`src/rtl/irq_coalescer_pkg.sv`:
```
package irq_coalescer_pkg;

    typedef enum logic [1:0] {
        ST_BYPASS = 2'd0,
        ST_IDLE   = 2'd1,
        ST_PEND   = 2'd2
    } coal_state_e;

    localparam int CFG_W_DEF     = 32;
    localparam int EN_BIT_DEF    = 31;
    localparam int CS_BIT_DEF    = 30;
    localparam int FRAME_LSB_DEF = 20;
    localparam int FRAME_W_DEF   = 8;
    localparam int TIMER_LSB_DEF = 0;
    localparam int TIMER_W_DEF   = 16;
    localparam int PRESCALE_DEF  = 64;

endpackage

```
`src/rtl/coal_cfg_decode.sv`:
```
module coal_cfg_decode #(
    parameter int CFG_W     = 32,
    parameter int EN_BIT    = 31,
    parameter int CS_BIT    = 30,
    parameter int FRAME_LSB = 20,
    parameter int FRAME_W   = 8,
    parameter int TIMER_LSB = 0,
    parameter int TIMER_W   = 16
) (
    input  logic [CFG_W-1:0]   cfg_word,
    output logic               enable,
    output logic               core_sel,
    output logic [FRAME_W-1:0] frame_thr,
    output logic [TIMER_W-1:0] timer_thr
);
    localparam int FRAME_MSB = FRAME_LSB + FRAME_W - 1;
    localparam int TIMER_MSB = TIMER_LSB + TIMER_W - 1;

    logic [FRAME_W-1:0] frame_raw;
    logic [TIMER_W-1:0] timer_raw;

    assign enable    = cfg_word[EN_BIT];
    assign core_sel  = cfg_word[CS_BIT];
    assign frame_raw = cfg_word[FRAME_MSB:FRAME_LSB];
    assign timer_raw = cfg_word[TIMER_MSB:TIMER_LSB];

    // A zero threshold behaves as one
    always_comb begin
        frame_thr = (frame_raw == '0) ? FRAME_W'(1) : frame_raw;
        timer_thr = (timer_raw == '0) ? TIMER_W'(1) : timer_raw;
    end

endmodule

```
`src/rtl/coal_unit_timer.sv`:
```
module coal_unit_timer #(
    parameter int PRESCALE = 64,
    parameter int TIMER_W  = 16
) (
    input  logic               clk,
    input  logic               rst_n,
    input  logic               active,
    input  logic               restart,
    input  logic               src_tick,
    input  logic [TIMER_W-1:0] timer_thr,
    output logic               unit_done,
    output logic               timer_hit
);
    localparam int PS_W = (PRESCALE > 1) ? $clog2(PRESCALE) : 1;
    localparam logic [PS_W-1:0] PS_LAST = PS_W'(PRESCALE - 1);

    logic [PS_W-1:0]    ps_cnt;
    logic [TIMER_W-1:0] unit_cnt;
    logic [TIMER_W:0]   unit_next;

    assign unit_done = active && src_tick && (ps_cnt == PS_LAST);
    assign unit_next = {1'b0, unit_cnt} + 1'b1;
    assign timer_hit = unit_done && (unit_next >= {1'b0, timer_thr});

    always_ff @(posedge clk or negedge rst_n) begin
        if (!rst_n) begin
            ps_cnt   <= '0;
            unit_cnt <= '0;
        end else if (!active || restart) begin
            ps_cnt   <= '0;
            unit_cnt <= '0;
        end else if (src_tick) begin
            if (ps_cnt == PS_LAST) begin
                ps_cnt   <= '0;
                unit_cnt <= unit_next[TIMER_W-1:0];
            end else begin
                ps_cnt <= ps_cnt + 1'b1;
            end
        end
    end

    AST_TIMER_HELD_IDLE: assert property (@(posedge clk) disable iff (!rst_n)
        !active |=> (ps_cnt == '0) && (unit_cnt == '0));

    AST_PRESCALE_WRAP: assert property (@(posedge clk) disable iff (!rst_n)
        (unit_done && !restart) |=> (ps_cnt == '0));

    AST_NO_TICK_NO_ADVANCE: assert property (@(posedge clk) disable iff (!rst_n)
        (active && !restart && !src_tick) |=> $stable(ps_cnt));

endmodule

```
`src/rtl/coal_frame_counter.sv`:
```
module coal_frame_counter #(
    parameter int FRAME_W = 8
) (
    input  logic               clk,
    input  logic               rst_n,
    input  logic               enable,
    input  logic               frame_evt,
    input  logic               timer_hit,
    input  logic [FRAME_W-1:0] frame_thr,
    output logic               frame_hit,
    output logic [FRAME_W-1:0] frame_cnt
);
    logic [FRAME_W:0] cnt_inc;

    assign cnt_inc   = {1'b0, frame_cnt} + 1'b1;
    assign frame_hit = enable && frame_evt && (cnt_inc >= {1'b0, frame_thr});

    always_ff @(posedge clk or negedge rst_n) begin
        if (!rst_n) begin
            frame_cnt <= '0;
        end else if (!enable || frame_hit) begin
            frame_cnt <= '0;
        end else if (timer_hit) begin
            frame_cnt <= frame_evt ? FRAME_W'(1) : '0;
        end else if (frame_evt) begin
            frame_cnt <= cnt_inc[FRAME_W-1:0];
        end
    end

    AST_COUNT_HOLDS_QUIET: assert property (@(posedge clk) disable iff (!rst_n)
        (enable && !frame_evt && !timer_hit) |=> $stable(frame_cnt));

endmodule

```
`src/rtl/irq_coalescer.sv`:
```
module irq_coalescer
    import irq_coalescer_pkg::*;
#(
    parameter int CFG_W     = CFG_W_DEF,
    parameter int EN_BIT    = EN_BIT_DEF,
    parameter int CS_BIT    = CS_BIT_DEF,
    parameter int FRAME_LSB = FRAME_LSB_DEF,
    parameter int FRAME_W   = FRAME_W_DEF,
    parameter int TIMER_LSB = TIMER_LSB_DEF,
    parameter int TIMER_W   = TIMER_W_DEF,
    parameter int PRESCALE  = PRESCALE_DEF
) (
    input  logic             clk,
    input  logic             rst_n,
    input  logic [CFG_W-1:0] cfg_word,
    input  logic             ref_tick,
    input  logic             frame_evt,
    output logic             irq_out
);
    logic               enable;
    logic               core_sel;
    logic [FRAME_W-1:0] frame_thr;
    logic [TIMER_W-1:0] timer_thr;
    logic               src_tick;
    logic               timer_active;
    logic               unit_done;
    logic               timer_hit;
    logic               frame_hit;
    logic               fire;
    logic [FRAME_W-1:0] frame_cnt;

    coal_state_e state_q, state_d;

    coal_cfg_decode #(
        .CFG_W(CFG_W), .EN_BIT(EN_BIT), .CS_BIT(CS_BIT),
        .FRAME_LSB(FRAME_LSB), .FRAME_W(FRAME_W),
        .TIMER_LSB(TIMER_LSB), .TIMER_W(TIMER_W)
    ) u_decode (
        .cfg_word (cfg_word),
        .enable   (enable),
        .core_sel (core_sel),
        .frame_thr(frame_thr),
        .timer_thr(timer_thr)
    );

    assign src_tick     = core_sel ? 1'b1 : ref_tick;
    assign timer_active = enable && (state_q == ST_PEND);
    assign fire         = frame_hit || timer_hit;

    coal_unit_timer #(.PRESCALE(PRESCALE), .TIMER_W(TIMER_W)) u_timer (
        .clk      (clk),
        .rst_n    (rst_n),
        .active   (timer_active),
        .restart  (fire),
        .src_tick (src_tick),
        .timer_thr(timer_thr),
        .unit_done(unit_done),
        .timer_hit(timer_hit)
    );

    coal_frame_counter #(.FRAME_W(FRAME_W)) u_frames (
        .clk      (clk),
        .rst_n    (rst_n),
        .enable   (enable),
        .frame_evt(frame_evt),
        .timer_hit(timer_hit),
        .frame_thr(frame_thr),
        .frame_hit(frame_hit),
        .frame_cnt(frame_cnt)
    );

    always_ff @(posedge clk or negedge rst_n) begin
        if (!rst_n) state_q <= ST_BYPASS;
        else        state_q <= state_d;
    end

    always_comb begin
        state_d = state_q;
        if (!enable) begin
            state_d = ST_BYPASS;
        end else begin
            unique case (state_q)
                ST_BYPASS, ST_IDLE: begin
                    if (frame_evt && !frame_hit) state_d = ST_PEND;
                    else                         state_d = ST_IDLE;
                end
                ST_PEND: begin
                    if (frame_hit)      state_d = ST_IDLE;
                    else if (timer_hit) state_d = frame_evt ? ST_PEND : ST_IDLE;
                    else                state_d = ST_PEND;
                end
                default: state_d = ST_BYPASS;
            endcase
        end
    end

    always_comb begin
        if (enable) irq_out = fire;
        else        irq_out = frame_evt;
    end

    AST_BYPASS_ENTRY: assert property (@(posedge clk) disable iff (!rst_n)
        !enable |=> (state_q == ST_BYPASS) && (frame_cnt == '0));

    AST_QUIET_WHEN_IDLE: assert property (@(posedge clk) disable iff (!rst_n)
        (enable && state_q != ST_PEND && !frame_evt) |-> !irq_out);

    AST_PEND_PERSISTS: assert property (@(posedge clk) disable iff (!rst_n)
        (enable && state_q == ST_PEND && !frame_evt && !unit_done) |=> (state_q == ST_PEND));

    AST_FIRE_CLEARS: assert property (@(posedge clk) disable iff (!rst_n)
        (enable && fire && !frame_evt) |=> (frame_cnt == '0) && (state_q != ST_PEND));

    AST_CARRY_ONE: assert property (@(posedge clk) disable iff (!rst_n)
        (timer_hit && frame_evt && !frame_hit) |=> (frame_cnt == FRAME_W'(1)) && (state_q == ST_PEND));

endmodule

```
`config.mk`:
```
export PLATFORM = sky130hd
export DESIGN_NAME = irq_coalescer
export DESIGN_NICKNAME = d
export VERILOG_FILES = /design/src/rtl/irq_coalescer_pkg.sv /design/src/rtl/coal_cfg_decode.sv /design/src/rtl/coal_unit_timer.sv /design/src/rtl/coal_frame_counter.sv /design/src/rtl/irq_coalescer.sv
export SDC_FILE = /design/constraint.sdc
export NUM_CORES = 1
export LEC_CHECK = 0
export BUFFER_PORTS_ARGS = -buffer_cell sky130_fd_sc_hd__buf_4
export CAP_MARGIN = 20
export CORE_UTILIZATION = 40
export DETAILED_ROUTE_END_ITERATION = 8
export GPL_TIMING_DRIVEN = 0
export HOLD_SLACK_MARGIN = 0.12
export PLACE_DENSITY = 0.65
export SETUP_SLACK_MARGIN = 0.3
export SLEW_MARGIN = 20
export SYNTH_ARGS = -nofsm -noshare
export SYNTH_HDL_FRONTEND = slang
export SYNTH_SLANG_ARGS = --single-unit
```
`constraint.sdc`:
```
create_clock -name clk -period 7.9 [get_ports clk]
set_input_delay 1.58 -clock clk [delete_from_list [all_inputs] [get_ports clk]]
set_output_delay 1.58 -clock clk [all_outputs]
set_load 0.01 [all_outputs]
```
======== Yosys cells after proc, flatten, opt, wreduce, memory -nomap -nowiden ========
Index checks and enable logic that the tools add are counted.
W data, S select, Z words.
cells by class
  $add $sub $neg .......................... 3
  $lt $le $gt $ge ......................... 2
  equal/unequal tests ..................... 3
  multiplexer cells ....................... 20
  reductions and logical operators ........ 21
operator list
  kind                     count
  $mux W16                 4
  $mux W8                  4
  $mux W6                  3
  $add A16 B1 Y17 const B  1
  $ge A17 B16 Y1           1
  $logic_not A16 Y1        1
  $mux W2                  5
  $add A8 B1 Y9 const B    1
  $ge A9 B8 Y1             1
  $logic_not A8 Y1         1
  $logic_and A1 B1 Y1      7
  $add A6 B1 Y6 const B    1
  $eq A6 B6 Y1 const B     1
  $pmux W2 S2              1
  $reduce_bool A2 Y1       2
  $logic_not A1 Y1         3
  $logic_or A1 B1 Y1       3
  $mux W1                  3
  $reduce_bool A3 Y1       1
  $eq A2 B1 Y1 const B     1
  $eq A2 B2 Y1 const B     1
  $logic_not A2 Y1         1
  $reduce_and A2 Y1        1
  $reduce_or A2 Y1         1
storage, ports and cells
  register bits ........................... 32
  word-level logic and storage cells ...... 53

======== Longest topological paths before layout ========
  word-level depth ........................ 9
  mapped depth ............................ 14
  mapped depth without buffers ............ 13

======== Hierarchy ========
A second synthesis with hierarchy kept.
second synthesis, totals
  cell total of the unflattened synthesis .. 342
  area, all modules ....................... 2844.0 um^2
by module, submodules not included
  module              times used  cells each  area an instance (um^2)
  coal_unit_timer     1           204         1770.4
  coal_frame_counter  1           92          790.8
  coal_cfg_decode     1           32          150.1
  irq_coalescer       1           14          132.6

======== Least setup slack after synthesis ========
Ideal clock, no wire load.
  kind .................................... input -> output
  from .................................... in cfg_word[25]
  to ...................................... out irq_out
  arrival ................................. 3.143 ns
  required time ........................... 6.320 ns
  slack ................................... 3.177 ns
  cell stages on the path ................. 9
  buffers on the path ..................... 0
  cell sequence ........................... nor4_1 > a41o_1 > ha_1 > nand2b_1 > a21o_1 > a211oi_1 > o31a_2 > a21o_1 > nand2_1
on the way
  longest elaborated chain between the ends .. 6
RTL lines
  item                   RTL line                  RTL
  from (decl)            irq_coalescer.sv:15       input logic [CFG_W-1:0] cfg_word,
  $logic_not A8 Y1       coal_cfg_decode.sv:29     frame_thr = (frame_raw == '0) ? FRAME_W'(1) : frame_raw;
  $mux W8 *              coal_cfg_decode.sv:29
  $ge A9 B8 Y1 *         coal_frame_counter.sv:16  assign frame_hit = enable && frame_evt && (cnt_inc >= {1'b0, frame_thr});
  $logic_and A1 B1 Y1 *  coal_frame_counter.sv:16
  $logic_or A1 B1 Y1 *   irq_coalescer.sv:48       assign fire = frame_hit || timer_hit;
  $mux W1 *              irq_coalescer.sv:98       if (enable) irq_out = fire;
  to (decl)              irq_coalescer.sv:18       output logic irq_out
Mark *: on every way between the ends. The rest lies on a longest branch, timed or not.

======== Worst setup path after layout ========
  from .................................... in cfg_word[9]
  to ...................................... out irq_out
on the way
  longest elaborated chain between the ends .. 6
RTL lines
  item                   RTL line               RTL
  $logic_not A16 Y1      coal_cfg_decode.sv:30  timer_thr = (timer_raw == '0) ? TIMER_W'(1) : timer_raw;
  $mux W16 *             coal_cfg_decode.sv:30
  $ge A17 B16 Y1 *       coal_unit_timer.sv:23  assign timer_hit = unit_done && (unit_next >= {1'b0, timer_thr});
  $logic_and A1 B1 Y1 *  coal_unit_timer.sv:23
  $logic_or A1 B1 Y1 *   irq_coalescer.sv:48
  $mux W1 *              irq_coalescer.sv:98
Marked as above.

==> impl_metrics.csv <==
group,metric,value,unit
outcome,status,"finished clean",
finish,design_area,3043,sq um
timing,max_freq,190.2,MHz
detailed_routing,wl_per_cell,13.00,um
detailed_routing,via_count,2220,
worst_hold_path,min_path_type,"flip-flop to flip-flop",
synth,async_flop_share,1.000,
detailed_routing,initialDrtViolationCount,61,
grt,antenna_found_initial,0,
synth,mappedNetlistArea,2644,sq um
synth,seq_area_frac_synth,0.3029,
worst_setup_path,r2r_end,"u_frames.frame_cnt[6]",
finish,area_growth,15.10,%
die,start_util,0.4164,
power,power.leakage,1.544,nW
timing,hold_violations,0,
worst_setup_path,reg2reg_depth,13,
die,row_count,29,
finish,nets,406,
synth,synth-edff-count,0,
detailed_routing,drc,0,
grt,grt_overflow_total,0,
cts,cts.repair.resized,0,
worst_setup_path,criticalPathCategory,"input pin to primary output",
worst_setup_path,cp-end-kind,"primary output",
cts,cts_inserted_buffers,5,
worst_setup_path,cp_max_fo,6,
timing,maxSlewViolCount,0,
timing,setup_viol,0,
timing,tns,0,ns
finish,diodes,0,
synth,avgSynthCellArea,8.640,sq um
timing,slew-limit-headroom,0.6862,
cts,cts_sinks,32,
worst_setup_path,reg2reg_from,"u_timer.unit_cnt[0]",
synth,synth_area_leader_cell,"dfrtp_1",
worst_setup_path,crit_required,6.32,ns
timing,post-route-period-util,0.6656,
cts,clock_path_buffers,2,
grt,grt_pass1_wl,9522,um
flow_run,timing.max_cap.violations,0,
timing,worst_slew_pin_slew,0.4707,ns
place,placed_area,2965,sq um
place,gp_congestion,0.8037,
worst_hold_path,worstHoldStart,"state_q[0]",
synth,synthTopCellsByArea,"dfrtp_1, ha_1, xor2_1",
cts,postCtsSetupBuffers,0,
die,core,6350,sq um
synth,synth_nets,369,
cts,holdBufCountCts,0,
detailed_routing,avgViaCountPerCell,5.286,
die,die_w,83.30,um
synth,synth_top_cell_area_share,0.3029,
cts,h-tree-depth,2,
worst_setup_path,cp_data_arrival_time,3.68,ns
die,io-pin-count,37,
timing,fin_crit,5.258,ns
power,worst_ir_drop_vdd,0.05933,mV
grt,grtUsageTotal,0.1649,
finish,final_layout_size_suffix_gt1_frac,0.1662,
power,cellPowerDensity,108.9,nW/um^2
synth,synth_seq_cells,32,
cts,clock_latency,0.28,ns
detailed_routing,ant_nets,0,
worst_setup_path,r2r_slack,4.37,ns
die,die_area,6939,sq um
grt,grt_pass1_vias,2130,
detailed_routing,routed_wl,5461,um
die,die_h,83.30,um
worst_hold_path,min_path_cells,1,
cts,cts_tree,"done",
timing,fin_worst_skew,0.002677,ns
detailed_routing,firstDrtPassIters,5,
worst_setup_path,crit_path_start_kind,"input pin",
synth,synth_ff_type,"dfrtp_1",
timing,rsz0062_at_grt,"false",
synth,synth_warnings,0,
cts,clk_pin_slew_worst_paths,0.06,ns
worst_hold_path,hold_end,"state_q[1]",
synth,ys_types,52,
grt,grt_max_degree,33,
place,port_buffers,30,
cts,clk_root_buffer_cell,"clkbuf_8",
finish,final_common_cell,"nor2_1",
power,total_power,331.2,uW
synth,syn_inst,306,
place,dp_hpwl,4175,um
finish,final_cell_mix,"nor2_1, nand2_1, dfrtp_1",
-- area by class of cell --
type	instances	area (sq um)
timing repair buffer	30	225.2
buffer	7	58.81
sequential	32	800.8
multi-input combinational	241	1687
clock buffer	6	72.57
clock inverter	1	5.005
fill	635	3307
tap	77	96.34
inverter	26	97.59
-- sequential cells by signal, summed over array words and instances (netlist names) --
signal              flops
state_q                 2
u_frames.frame_cnt      8
u_timer.ps_cnt          6
u_timer.unit_cnt       16
-- cell usage after synthesis (2+ instances only) --
cell / count
nand2_1: 32
buf_6: 3
o21ai_0: 7
inv_1: 26
xor2_1: 25
or2_2: 2
a31oi_1: 3
clkbuf_1: 3
ha_1: 27
and2_1: 3
nand3_1: 21
and3_1: 5
nand2b_1: 2
nand4_1: 5
mux2i_1: 2
a22oi_1: 2
nor3_1: 6
a41o_1: 2
nor2b_1: 2
and2_2: 2
a21o_1: 4
a21oi_1: 12
a211oi_1: 2
nor4_1: 4
dfrtp_1: 32
or3_1: 2
nor2_1: 35
xnor2_1: 11
-- power by group --
| part | switching (mW) | internal (mW) | leakage, nW |
|---|---|---|---|
| logic | 0.0241 | 0.0216 | 1.06 |
| clock network | 0.0580 | 0.0598 | 0.0410 |
| registers | 0.00192 | 0.166 | 0.443 |
-- metal layers --
metal,vias up,track usage,wire [um]
met5,-,0,0
met4,0,0.03292,45
met3,6,0.03181,136
met2,23,0.2832,2604
met1,1058,0.2156,2675
li1,1133,-,-
-- stage by stage --
stage	hold WS [ns]	utilization	std cells	worst slack [ns]
6_report	0.4968	0.4792	420	2.642
3_5_place_dp	0.4913	0.4670	413	2.650
5_1_grt	0.5265	0.4792	420	2.400
3_3_place_gp	0.4792	0.4670	413	2.672
2_1_floorplan	0.4538	-	306	3.177
4_1_cts	0.5004	0.4792	420	2.638
-- worst max-delay path by stage --
| stage | start | to | slack, ns | depth (start not counted) |
|---|---|---|---|---|
| 6_report | cfg_word[9] | irq_out | 2.64 | 11 |
| 3_5_place_dp | cfg_word[9] | irq_out | 2.65 | 11 |
| 3_3_place_gp | cfg_word[9] | irq_out | 2.67 | 11 |
| 4_1_cts | cfg_word[9] | irq_out | 2.64 | 11 |
| 2_1_floorplan | cfg_word[25] | irq_out | 3.18 | 9 |
| 5_1_grt | u_timer.unit_cnt[0] | irq_out | 2.40 | 14 |
-- critical path, cell delays in order --
cell     delay, ns
buf_4         0.11
nor4_1        0.38
a41o_1        0.24
ha_1          0.22
nand2_1       0.07
nor3_1        0.06
o22a_2        0.23
o31ai_4       0.39
and2_2        0.21
nand2_1       0.05
buf_4         0.13
-- kinds of logic (layout without fill, tap and decap cells) --
group           count (synthesis)  count (layout)  share of synthesized area
compound gates                 44              44                     0.1259
xor+xnor                       36              36                     0.1193
fa+ha+maj                      27              27                     0.1278
buf+inv                        33              70                    0.05915
flops                          32              32                     0.3029
mux                             3               3                    0.01183
simple gates                  131             131                     0.2532
Power figures use the tool's default switching activity.
